**config.mk**
```make
export PLATFORM = sky130hd
export DESIGN_NAME = prseq_top
export DESIGN_NICKNAME = d
export VERILOG_FILES = /design/src/rtl/prseq_pkg.sv /design/src/rtl/prseq_report.sv /design/src/rtl/prseq_ctrl.sv /design/src/rtl/prseq_dp.sv /design/src/rtl/prseq_top.sv
export SDC_FILE = /design/constraint.sdc
export NUM_CORES = 1
export LEC_CHECK = 0
export CORE_MARGIN = 5
export CORE_UTILIZATION = 30
export DETAILED_ROUTE_END_ITERATION = 6
export GPL_TIMING_DRIVEN = 0
export PLACE_DENSITY = 0.66
export SKIP_CTS_REPAIR_TIMING = 1
export SYNTH_ARGS = -nofsm -noshare
export SYNTH_HDL_FRONTEND = slang
export SYNTH_SLANG_ARGS = --single-unit
```
**constraint.sdc**
```tcl
create_clock -name clk -period 3.53 [get_ports clk]
set_clock_uncertainty 0.05 [all_clocks]
set_input_delay 0.706 -clock clk [delete_from_list [all_inputs] [get_ports clk]]
set_output_delay 0.706 -clock clk [all_outputs]
set_load 0.02 [all_outputs]
```
**src/rtl/prseq_pkg.sv**
```systemverilog
package prseq_pkg;

  typedef enum logic [1:0] {
    RES_OK  = 2'b00,
    RES_ERR = 2'b01,
    RES_TMO = 2'b10,
    RES_REJ = 2'b11
  } resCode_e;

  typedef enum logic [2:0] {
    RPT_UNKNOWN   = 3'd0,
    RPT_OPERATING = 3'd1,
    RPT_WRITING   = 3'd2,
    RPT_DONE_ERR  = 3'd3,
    RPT_RESET     = 3'd4
  } report_e;

  typedef enum logic [4:0] {
    ST_IDLE,
    ST_SEL,
    ST_GATE,
    ST_OVR,
    ST_REQ,
    ST_RDY,
    ST_STREAM,
    ST_DONE,
    ST_TD_REQ,
    ST_TD_GATE,
    ST_TD_SEL,
    ST_TD_OVR,
    ST_CHECK,
    ST_B_CLR1,
    ST_B_LOAD,
    ST_B_WAIT,
    ST_B_CLR2
  } seqState_e;

  // strobes from control to datapath
  typedef struct packed {
    logic     setBusy;
    logic     clrBusy;
    logic     selChip;
    logic     relChip;
    logic     reqOn;
    logic     reqOff;
    logic     gateOn;
    logic     gateOff;
    logic     ovrOn;
    logic     ovrOff;
    logic     burstClr;
    logic     burstLd;
    logic     burstLong;
    logic     pollRun;
    logic     stream;
    logic     resWr;
    resCode_e resVal;
  } seqStrobe_t;

endpackage

```
**src/rtl/prseq_report.sv**
```systemverilog
module prseq_report
  import prseq_pkg::*;
(
  input  logic    userMode,
  input  logic    prReady,
  input  logic    crcError,
  input  logic    nStatusPin,
  output report_e report
);

  always_comb begin
    if (userMode)        report = RPT_OPERATING;
    else if (prReady)    report = RPT_WRITING;
    else if (crcError)   report = RPT_DONE_ERR;
    else if (!nStatusPin) report = RPT_RESET;
    else                 report = RPT_UNKNOWN;
  end

  always_comb begin
    assert (!(userMode && report != RPT_OPERATING))
      else $error("p_usermode_wins_r11");
  end

endmodule

```
**src/rtl/prseq_ctrl.sv**
```systemverilog
module prseq_ctrl
  import prseq_pkg::*;
(
  input  logic       clk,
  input  logic       rstN,
  input  logic       startReq,
  input  logic       fullCfg,
  input  logic [2:0] modeSel,
  input  logic       nConfigPin,
  input  logic       nStatusPin,
  input  logic       prReady,
  input  logic       prDone,
  input  logic       prError,
  input  logic       userMode,
  input  logic       confDone,
  input  logic       streamDone,
  input  logic       burstDone,
  input  logic       pollExpired,
  input  resCode_e   curResult,
  output seqStrobe_t stb
);

  seqState_e state, nextState, retQ, nextRet;
  logic      longQ, nextLong;
  logic      entryOk, healthy;

  assign entryOk = !fullCfg && (modeSel[2:1] == 2'b00) && nConfigPin && nStatusPin;
  assign healthy = userMode && confDone && nStatusPin;

  always_ff @(posedge clk or negedge rstN) begin
    if (!rstN) begin
      state <= ST_IDLE;
      retQ  <= ST_IDLE;
      longQ <= 1'b0;
    end else begin
      state <= nextState;
      retQ  <= nextRet;
      longQ <= nextLong;
    end
  end

  always_comb begin
    stb       = '0;
    stb.resVal = RES_OK;
    nextState = state;
    nextRet   = retQ;
    nextLong  = longQ;
    case (state)
      ST_IDLE: begin
        if (startReq) begin
          stb.resWr = 1'b1;
          if (entryOk) begin
            stb.setBusy = 1'b1;
            stb.resVal  = RES_OK;
            nextState   = ST_SEL;
          end else begin
            stb.resVal = RES_REJ;
          end
        end
      end
      ST_SEL:  begin stb.selChip = 1'b1; nextState = ST_GATE; end
      ST_GATE: begin stb.gateOn  = 1'b1; nextState = ST_OVR;  end
      ST_OVR: begin
        stb.ovrOn = 1'b1;
        nextLong  = 1'b0;
        nextRet   = ST_REQ;
        nextState = ST_B_CLR1;
      end
      ST_REQ: begin
        stb.reqOn = 1'b1;
        nextLong  = 1'b1;
        nextRet   = ST_RDY;
        nextState = ST_B_CLR1;
      end
      ST_RDY: begin
        stb.pollRun = 1'b1;
        if (prError) begin
          stb.resWr = 1'b1; stb.resVal = RES_ERR; nextState = ST_TD_REQ;
        end else if (prReady) begin
          nextState = ST_STREAM;
        end else if (pollExpired) begin
          stb.resWr = 1'b1; stb.resVal = RES_TMO; nextState = ST_TD_REQ;
        end
      end
      ST_STREAM: begin
        stb.stream = 1'b1;
        if (streamDone) nextState = ST_DONE;
      end
      ST_DONE: begin
        stb.pollRun = 1'b1;
        if (prError) begin
          stb.resWr = 1'b1; stb.resVal = RES_ERR; nextState = ST_TD_REQ;
        end else if (prDone) begin
          nextState = ST_TD_REQ;
        end else if (pollExpired) begin
          stb.resWr = 1'b1; stb.resVal = RES_TMO; nextState = ST_TD_REQ;
        end
      end
      ST_TD_REQ: begin
        stb.reqOff = 1'b1;
        nextLong   = 1'b0;
        nextRet    = ST_TD_GATE;
        nextState  = ST_B_CLR1;
      end
      ST_TD_GATE: begin stb.gateOff = 1'b1; nextState = ST_TD_SEL; end
      ST_TD_SEL:  begin stb.relChip = 1'b1; nextState = ST_TD_OVR; end
      ST_TD_OVR:  begin stb.ovrOff  = 1'b1; nextState = ST_CHECK;  end
      ST_CHECK: begin
        stb.clrBusy = 1'b1;
        if (curResult == RES_OK) begin
          stb.resWr  = 1'b1;
          stb.resVal = healthy ? RES_OK : RES_TMO;
        end
        nextState = ST_IDLE;
      end
      ST_B_CLR1: begin stb.burstClr = 1'b1; nextState = ST_B_LOAD; end
      ST_B_LOAD: begin
        stb.burstLd   = 1'b1;
        stb.burstLong = longQ;
        nextState     = ST_B_WAIT;
      end
      ST_B_WAIT: if (burstDone) nextState = ST_B_CLR2;
      ST_B_CLR2: begin stb.burstClr = 1'b1; nextState = retQ; end
      default:   nextState = ST_IDLE;
    endcase
  end

  // a refused start leaves the sequencer idle
  p_reject_stays_idle_r2: assert property (@(posedge clk) disable iff (!rstN)
    (state == ST_IDLE && startReq && !entryOk) |=> (state == ST_IDLE));

  // a failed poll never leads to the streaming phase
  p_no_stream_after_fail_r6: assert property (@(posedge clk) disable iff (!rstN)
    (state == ST_RDY && prError) |=> (state != ST_STREAM));

endmodule

```
**src/rtl/prseq_dp.sv**
```systemverilog
module prseq_dp
  import prseq_pkg::*;
#(
  parameter int CNT_W       = 12,
  parameter int SHORT_BURST = 256,
  parameter int LONG_BURST  = 2047,
  parameter int POLL_LIMIT  = 10
)(
  input  logic             clk,
  input  logic             rstN,
  input  seqStrobe_t       stb,
  output logic             chipSelN,
  output logic             prRequest,
  output logic             cfgGateEn,
  output logic             overrideEn,
  output logic             burstClear,
  output logic             burstLoad,
  output logic [CNT_W-1:0] burstCount,
  output logic             streamEn,
  output logic             busy,
  output resCode_e         result,
  output logic             pollExpired
);

  localparam int POLL_W = $clog2(POLL_LIMIT + 1);
  localparam logic [CNT_W-1:0] SHORT_VAL = CNT_W'(SHORT_BURST);
  localparam logic [CNT_W-1:0] LONG_VAL  = CNT_W'(LONG_BURST);
  localparam logic [POLL_W-1:0] POLL_LAST = POLL_W'(POLL_LIMIT - 1);

  logic [POLL_W-1:0] pollCnt;

  always_ff @(posedge clk or negedge rstN) begin
    if (!rstN) begin
      chipSelN   <= 1'b1;
      prRequest  <= 1'b0;
      cfgGateEn  <= 1'b0;
      overrideEn <= 1'b0;
      busy       <= 1'b0;
      result     <= RES_OK;
    end else begin
      if (stb.selChip) chipSelN <= 1'b0;
      else if (stb.relChip) chipSelN <= 1'b1;
      if (stb.reqOn) prRequest <= 1'b1;
      else if (stb.reqOff) prRequest <= 1'b0;
      if (stb.gateOn) cfgGateEn <= 1'b1;
      else if (stb.gateOff) cfgGateEn <= 1'b0;
      if (stb.ovrOn) overrideEn <= 1'b1;
      else if (stb.ovrOff) overrideEn <= 1'b0;
      if (stb.setBusy) busy <= 1'b1;
      else if (stb.clrBusy) busy <= 1'b0;
      if (stb.resWr) result <= stb.resVal;
    end
  end

  always_ff @(posedge clk or negedge rstN) begin
    if (!rstN) begin
      burstClear <= 1'b0;
      burstLoad  <= 1'b0;
      burstCount <= '0;
    end else begin
      burstClear <= stb.burstClr;
      burstLoad  <= stb.burstLd;
      if (stb.burstLd) burstCount <= stb.burstLong ? LONG_VAL : SHORT_VAL;
    end
  end

  always_ff @(posedge clk or negedge rstN) begin
    if (!rstN)            pollCnt <= '0;
    else if (!stb.pollRun) pollCnt <= '0;
    else if (!pollExpired) pollCnt <= pollCnt + 1'b1;
  end

  assign pollExpired = (pollCnt == POLL_LAST);
  assign streamEn    = stb.stream;

  p_req_needs_sel_r3: assert property (@(posedge clk) disable iff (!rstN)
    prRequest |-> !chipSelN);

  p_gate_needs_sel_r8: assert property (@(posedge clk) disable iff (!rstN)
    cfgGateEn |-> !chipSelN);

  p_stream_needs_req_r4: assert property (@(posedge clk) disable iff (!rstN)
    streamEn |-> (prRequest && cfgGateEn && overrideEn));

  p_idle_released_r1: assert property (@(posedge clk) disable iff (!rstN)
    !busy |-> (chipSelN && !prRequest && !cfgGateEn && !overrideEn));

  p_load_len_r5: assert property (@(posedge clk) disable iff (!rstN)
    burstLoad |-> (burstCount == SHORT_VAL || burstCount == LONG_VAL));

  p_poll_bound_r6: assert property (@(posedge clk) disable iff (!rstN)
    pollCnt <= POLL_LAST);

endmodule

```
**src/rtl/prseq_top.sv**
```systemverilog
module prseq_top
  import prseq_pkg::*;
#(
  parameter int CNT_W       = 12,
  parameter int SHORT_BURST = 256,
  parameter int LONG_BURST  = 2047,
  parameter int POLL_LIMIT  = 10
)(
  input  logic             clk,
  input  logic             rstN,
  input  logic             startReq,
  input  logic             fullCfg,
  input  logic [2:0]       modeSel,
  input  logic             nConfigPin,
  input  logic             nStatusPin,
  input  logic             prReady,
  input  logic             prDone,
  input  logic             prError,
  input  logic             userMode,
  input  logic             confDone,
  input  logic             crcError,
  input  logic             streamDone,
  input  logic             burstDone,
  output logic             chipSelN,
  output logic             prRequest,
  output logic             cfgGateEn,
  output logic             overrideEn,
  output logic             burstClear,
  output logic             burstLoad,
  output logic [CNT_W-1:0] burstCount,
  output logic             streamEn,
  output logic             busy,
  output logic [1:0]       result,
  output logic [2:0]       stateReport
);

  seqStrobe_t stb;
  resCode_e   resultQ;
  report_e    reportV;
  logic       pollExpired;

  prseq_ctrl ctrl_i (
    .clk(clk), .rstN(rstN), .startReq(startReq), .fullCfg(fullCfg),
    .modeSel(modeSel), .nConfigPin(nConfigPin), .nStatusPin(nStatusPin),
    .prReady(prReady), .prDone(prDone), .prError(prError),
    .userMode(userMode), .confDone(confDone), .streamDone(streamDone),
    .burstDone(burstDone), .pollExpired(pollExpired),
    .curResult(resultQ), .stb(stb)
  );

  prseq_dp #(
    .CNT_W(CNT_W), .SHORT_BURST(SHORT_BURST),
    .LONG_BURST(LONG_BURST), .POLL_LIMIT(POLL_LIMIT)
  ) dp_i (
    .clk(clk), .rstN(rstN), .stb(stb),
    .chipSelN(chipSelN), .prRequest(prRequest), .cfgGateEn(cfgGateEn),
    .overrideEn(overrideEn), .burstClear(burstClear), .burstLoad(burstLoad),
    .burstCount(burstCount), .streamEn(streamEn), .busy(busy),
    .result(resultQ), .pollExpired(pollExpired)
  );

  prseq_report report_i (
    .userMode(userMode), .prReady(prReady), .crcError(crcError),
    .nStatusPin(nStatusPin), .report(reportV)
  );

  assign result      = resultQ;
  assign stateReport = reportV;

endmodule

```
==> flow_metrics.env <==
export IMPL_place_detailed_hpwl_um=3119
export IMPL_cts_clk_pin_slew_worst_paths_ps=100
export IMPL_timing_critical_path_from="prReady"
export IMPL_synth_seq_area_share_pct=39.20
export IMPL_yosysWarningCount=0
export IMPL_row_count=26
export IMPL_yosysTopAreaCellShare_pct=37.49
export IMPL_die_y_um=81.54
export IMPL_yosys_register_bits=24
export IMPL_cts_root_to_sink_buffers=2
export IMPL_syn_area_per_cell_sq_um=8.344
export IMPL_gp_congestion=0.8353
export IMPL_pwr_density_cell_nw_per_um2=823.9
export IMPL_vias_per_cell=4.970
export IMPL_rsz0062_at_grt="no"
export IMPL_timing_worst_slew_pin_value_ps=1145
export IMPL_n_antenna_cell=0
export IMPL_synth_instances=184
export IMPL_asyncSetResetFlopFracSynth_pct=100.0
export IMPL_power_sequential_fraction_pct=26.4
export IMPL_drtIter0Drc=128
export IMPL_antenna_found_initial=0
export IMPL_synth_edf_count=0
export IMPL_die_area_sq_um=6648
export IMPL_final_min_clock_period_ps=2945
export IMPL_drt_drc_violations_left=0
export IMPL_htree_num_levels=1
export IMPL_slew_headroom_pct=23.41
export IMPL_worst_slack_setup_final_ps=584.7
export IMPL_end_kind="output port"
export IMPL_timing_max_transition_violations_final=0
export IMPL_grt_max_degree=25
export IMPL_cts_sinks=24
export IMPL_fin_setup_tns_ps=0
export IMPL_routed_via_count=1476
export IMPL_grt_util_all_layers_pct=13.13
export IMPL_antenna_violating_nets_post_route=0
export IMPL_synth_most_common_cell="sky130_fd_sc_hd__dfrtp_1"
export IMPL_crit_path_max_fanout=6
export IMPL_detailedRoute_firstPassIterationCount=4
export IMPL_crit_end="stateReport[2]"
export IMPL_tritoncts_num_buffers=3
export IMPL_layout_nets=247
export IMPL_p_sw_mw=0.7355
export IMPL_synthToLayoutAreaGrowth_pct=35.78
export IMPL_multi_input_comb_area_sq_um=768.2
export IMPL_yosys_most_used_dff="sky130_fd_sc_hd__dfrtp_1"
export IMPL_drt_wl_total_um=4135
export IMPL_netlist_top_cell_by_area="sky130_fd_sc_hd__dfrtp_1"
export IMPL_die_x_um=81.54
export IMPL_clk_insertion_delay_late_ps=280
export IMPL_clock_fmax_mhz=339.5
export IMPL_final_layout_size_suffix_gt1_share_pct=12.33
export IMPL_tritoncts="done"
export IMPL_mappedNetlistArea_sq_um=1535
export IMPL_power_share_switching_pct=42.83
export IMPL_finalSetupViolCount=0
export IMPL_fillCellCount=513
export IMPL_criticalPathCategory="in -> out"
export IMPL_ioPinCount=42
export IMPL_reg2reg_from="ctrl_i.state[4]"
export IMPL_yosys_top_cells_area="sky130_fd_sc_hd__dfrtp_1 (37%), sky130_fd_sc_hd__a21oi_1 (5.9%), sky130_fd_sc_hd__buf_4 (4.9%)"
export IMPL_hold_viol=0
export IMPL_initial_utilization_pct=30.45
export IMPL_timing_hold_worst_class="reg -> reg"
export IMPL_netlist_cell_type_count=45
export IMPL_pwr_share_comb_pct=59.1
export IMPL_vdd_ir_max_mv=0.3004
export IMPL_detailedPlace_worstSlack_ps=587.9
export IMPL_post_synth_most_frequent_cells="sky130_fd_sc_hd__dfrtp_1 (23), sky130_fd_sc_hd__nor2_1 (20), sky130_fd_sc_hd__a21oi_1 (18), sky130_fd_sc_hd__nand2_1 (16), sky130_fd_sc_hd__buf_4 (10)"
export IMPL_intPower_mw=0.9818
export IMPL_run_status="completed"
export IMPL_required_ps=2770
export IMPL_fin_total_pwr_mw=1.717
export IMPL_clkPwrFrac_pct=14.5
export IMPL_clk_root_buffer_cell="sky130_fd_sc_hd__clkbuf_8"
export IMPL_global_route_wire_length_before_repair_um=6796
export IMPL_core_area_sq_um=5042
export IMPL_worst_ep_arrival_time_ps=2190
export IMPL_critical_path_startpoint_type="input pin"
export IMPL_critical_path_reg2reg_endpoint="dp_i.result[0]"
export IMPL_worst_r2r_cell_count=6
export IMPL_wl_per_cell_um=13.92
export IMPL_reg2reg_setup_slack_ps=1530
export IMPL_layout_worst_path_cycle_share_pct=83.44
export IMPL_grt_overflow_total=0
export IMPL_synth_fp_nets=203
export IMPL_power_leakage_nw=0.8520
export IMPL_seq_area_sq_um=601.8
export IMPL_grt_pass1_vias=1363
export IMPL_io_buffers=39
export IMPL_timing_max_cap_violations=0
## power groups by stage
stage          clock (mW)  sequential (mW)  combinational [mW]
5_1_grt             0.264            0.469                1.12
4_1_cts             0.255            0.454                1.02
3_5_place_dp            0            0.458                1.02
6_report            0.249            0.453                1.02
3_3_place_gp            0            0.456                1.01
2_1_floorplan           0            0.501               0.643
## worst max-delay path: stages
cell and delay, ps:
sky130_fd_sc_hd__clkdlybuf4s50_1 530, sky130_fd_sc_hd__nor4_1 300, sky130_fd_sc_hd__clkdlybuf4s50_1 650
## cell type report
cell class	instances	share of cell area, %
timing repair buffer	39	18.73
inverter	8	1.441
buffer	21	6.483
sequential	24	28.87
clock inverter	1	1.441
clock buffer	3	1.981
tap	70	4.202
multi-input combinational	131	36.85
## how the worst min path moves through the flow
stage	startpoint	endpoint	cells past startpoint	slack, ps
CTS	dp_i.burstCount[8]	dp_i.burstCount[8]	1	450
finish	dp_i.burstCount[8]	dp_i.burstCount[8]	1	430
detailed placement	dp_i.burstCount[8]	dp_i.burstCount[8]	1	420
global route	dp_i.burstCount[8]	dp_i.burstCount[8]	1	470
global placement	dp_i.burstCount[8]	dp_i.burstCount[8]	1	410
floorplan	rstN	ctrl_i.longQ	0	360
## flip-flops by register name, summed over array words and instances, names as in the netlist
signal / flops
ctrl_i.longQ: 1
dp_i.overrideEn: 1
dp_i.chipSelN: 1
ctrl_i.state: 5
dp_i.prRequest: 1
dp_i.cfgGateEn: 1
ctrl_i.retQ: 3
dp_i.burstClear: 1
dp_i.burstLoad: 1
dp_i.pollCnt: 4
dp_i.result: 2
dp_i.burstCount: 2
dp_i.busy: 1
## cells by family (layout without fill, tap and decap cells)
kind of cell               after synthesis  count (layout)  share of synthesized area [%]
and+or+nand+nor                         75              75                          24.21
AOI/OAI and AO/OA                       48              48                          20.95
buffers and inverters                   29              72                          10.76
DFF                                     24              24                          39.20
xor gates and xnor gates                 4               4                          2.282
adders and majority gates                2               2                          1.630
other                                    1               1                         0.2443
muxes                                    1               1                         0.7334
## routing by layer
metal / vias to the layer above / wire [um] / GRT usage (%)
li1: 734 / - / -
met1: 695 / 1949 / 18.56
met2: 42 / 1955 / 20.60
met3: 5 / 167 / 1.535
met4: 0 / 63 / 4.561
met5: - / 0 / 0
## layout by cell type, fill, tap and decap left out, drive strengths merged, types with 3 or more instances in the layout
master	synthesis	routed
clkdlybuf4s50	0	39
dfrtp	23	23
nor2	20	20
a21oi	18	18
buf	17	17
nand2	16	16
nand3	9	9
nor3	9	9
inv	8	8
o21ai	7	7
clkbuf	4	7
nand2b	4	4
nand3b	4	4
nand4	3	3
nor4	3	3
nor3b	3	3
o22ai	3	3
xnor2	3	3
## stage by stage
stage / hold WS, ps / util [%] / cells / cell area (sq um)
after floorplan: 360.4 / - / 184 / 1535
after global placement: 407.8 / 39.93 / 293 / 2013
after detailed placement: 424.4 / 39.93 / 293 / 2013
after CTS: 447.8 / 41.34 / 297 / 2085
after global routing: 472.0 / 41.34 / 297 / 2085
final: 432.6 / 41.34 / 297 / 2085
(Power assumes the default switching activity.)
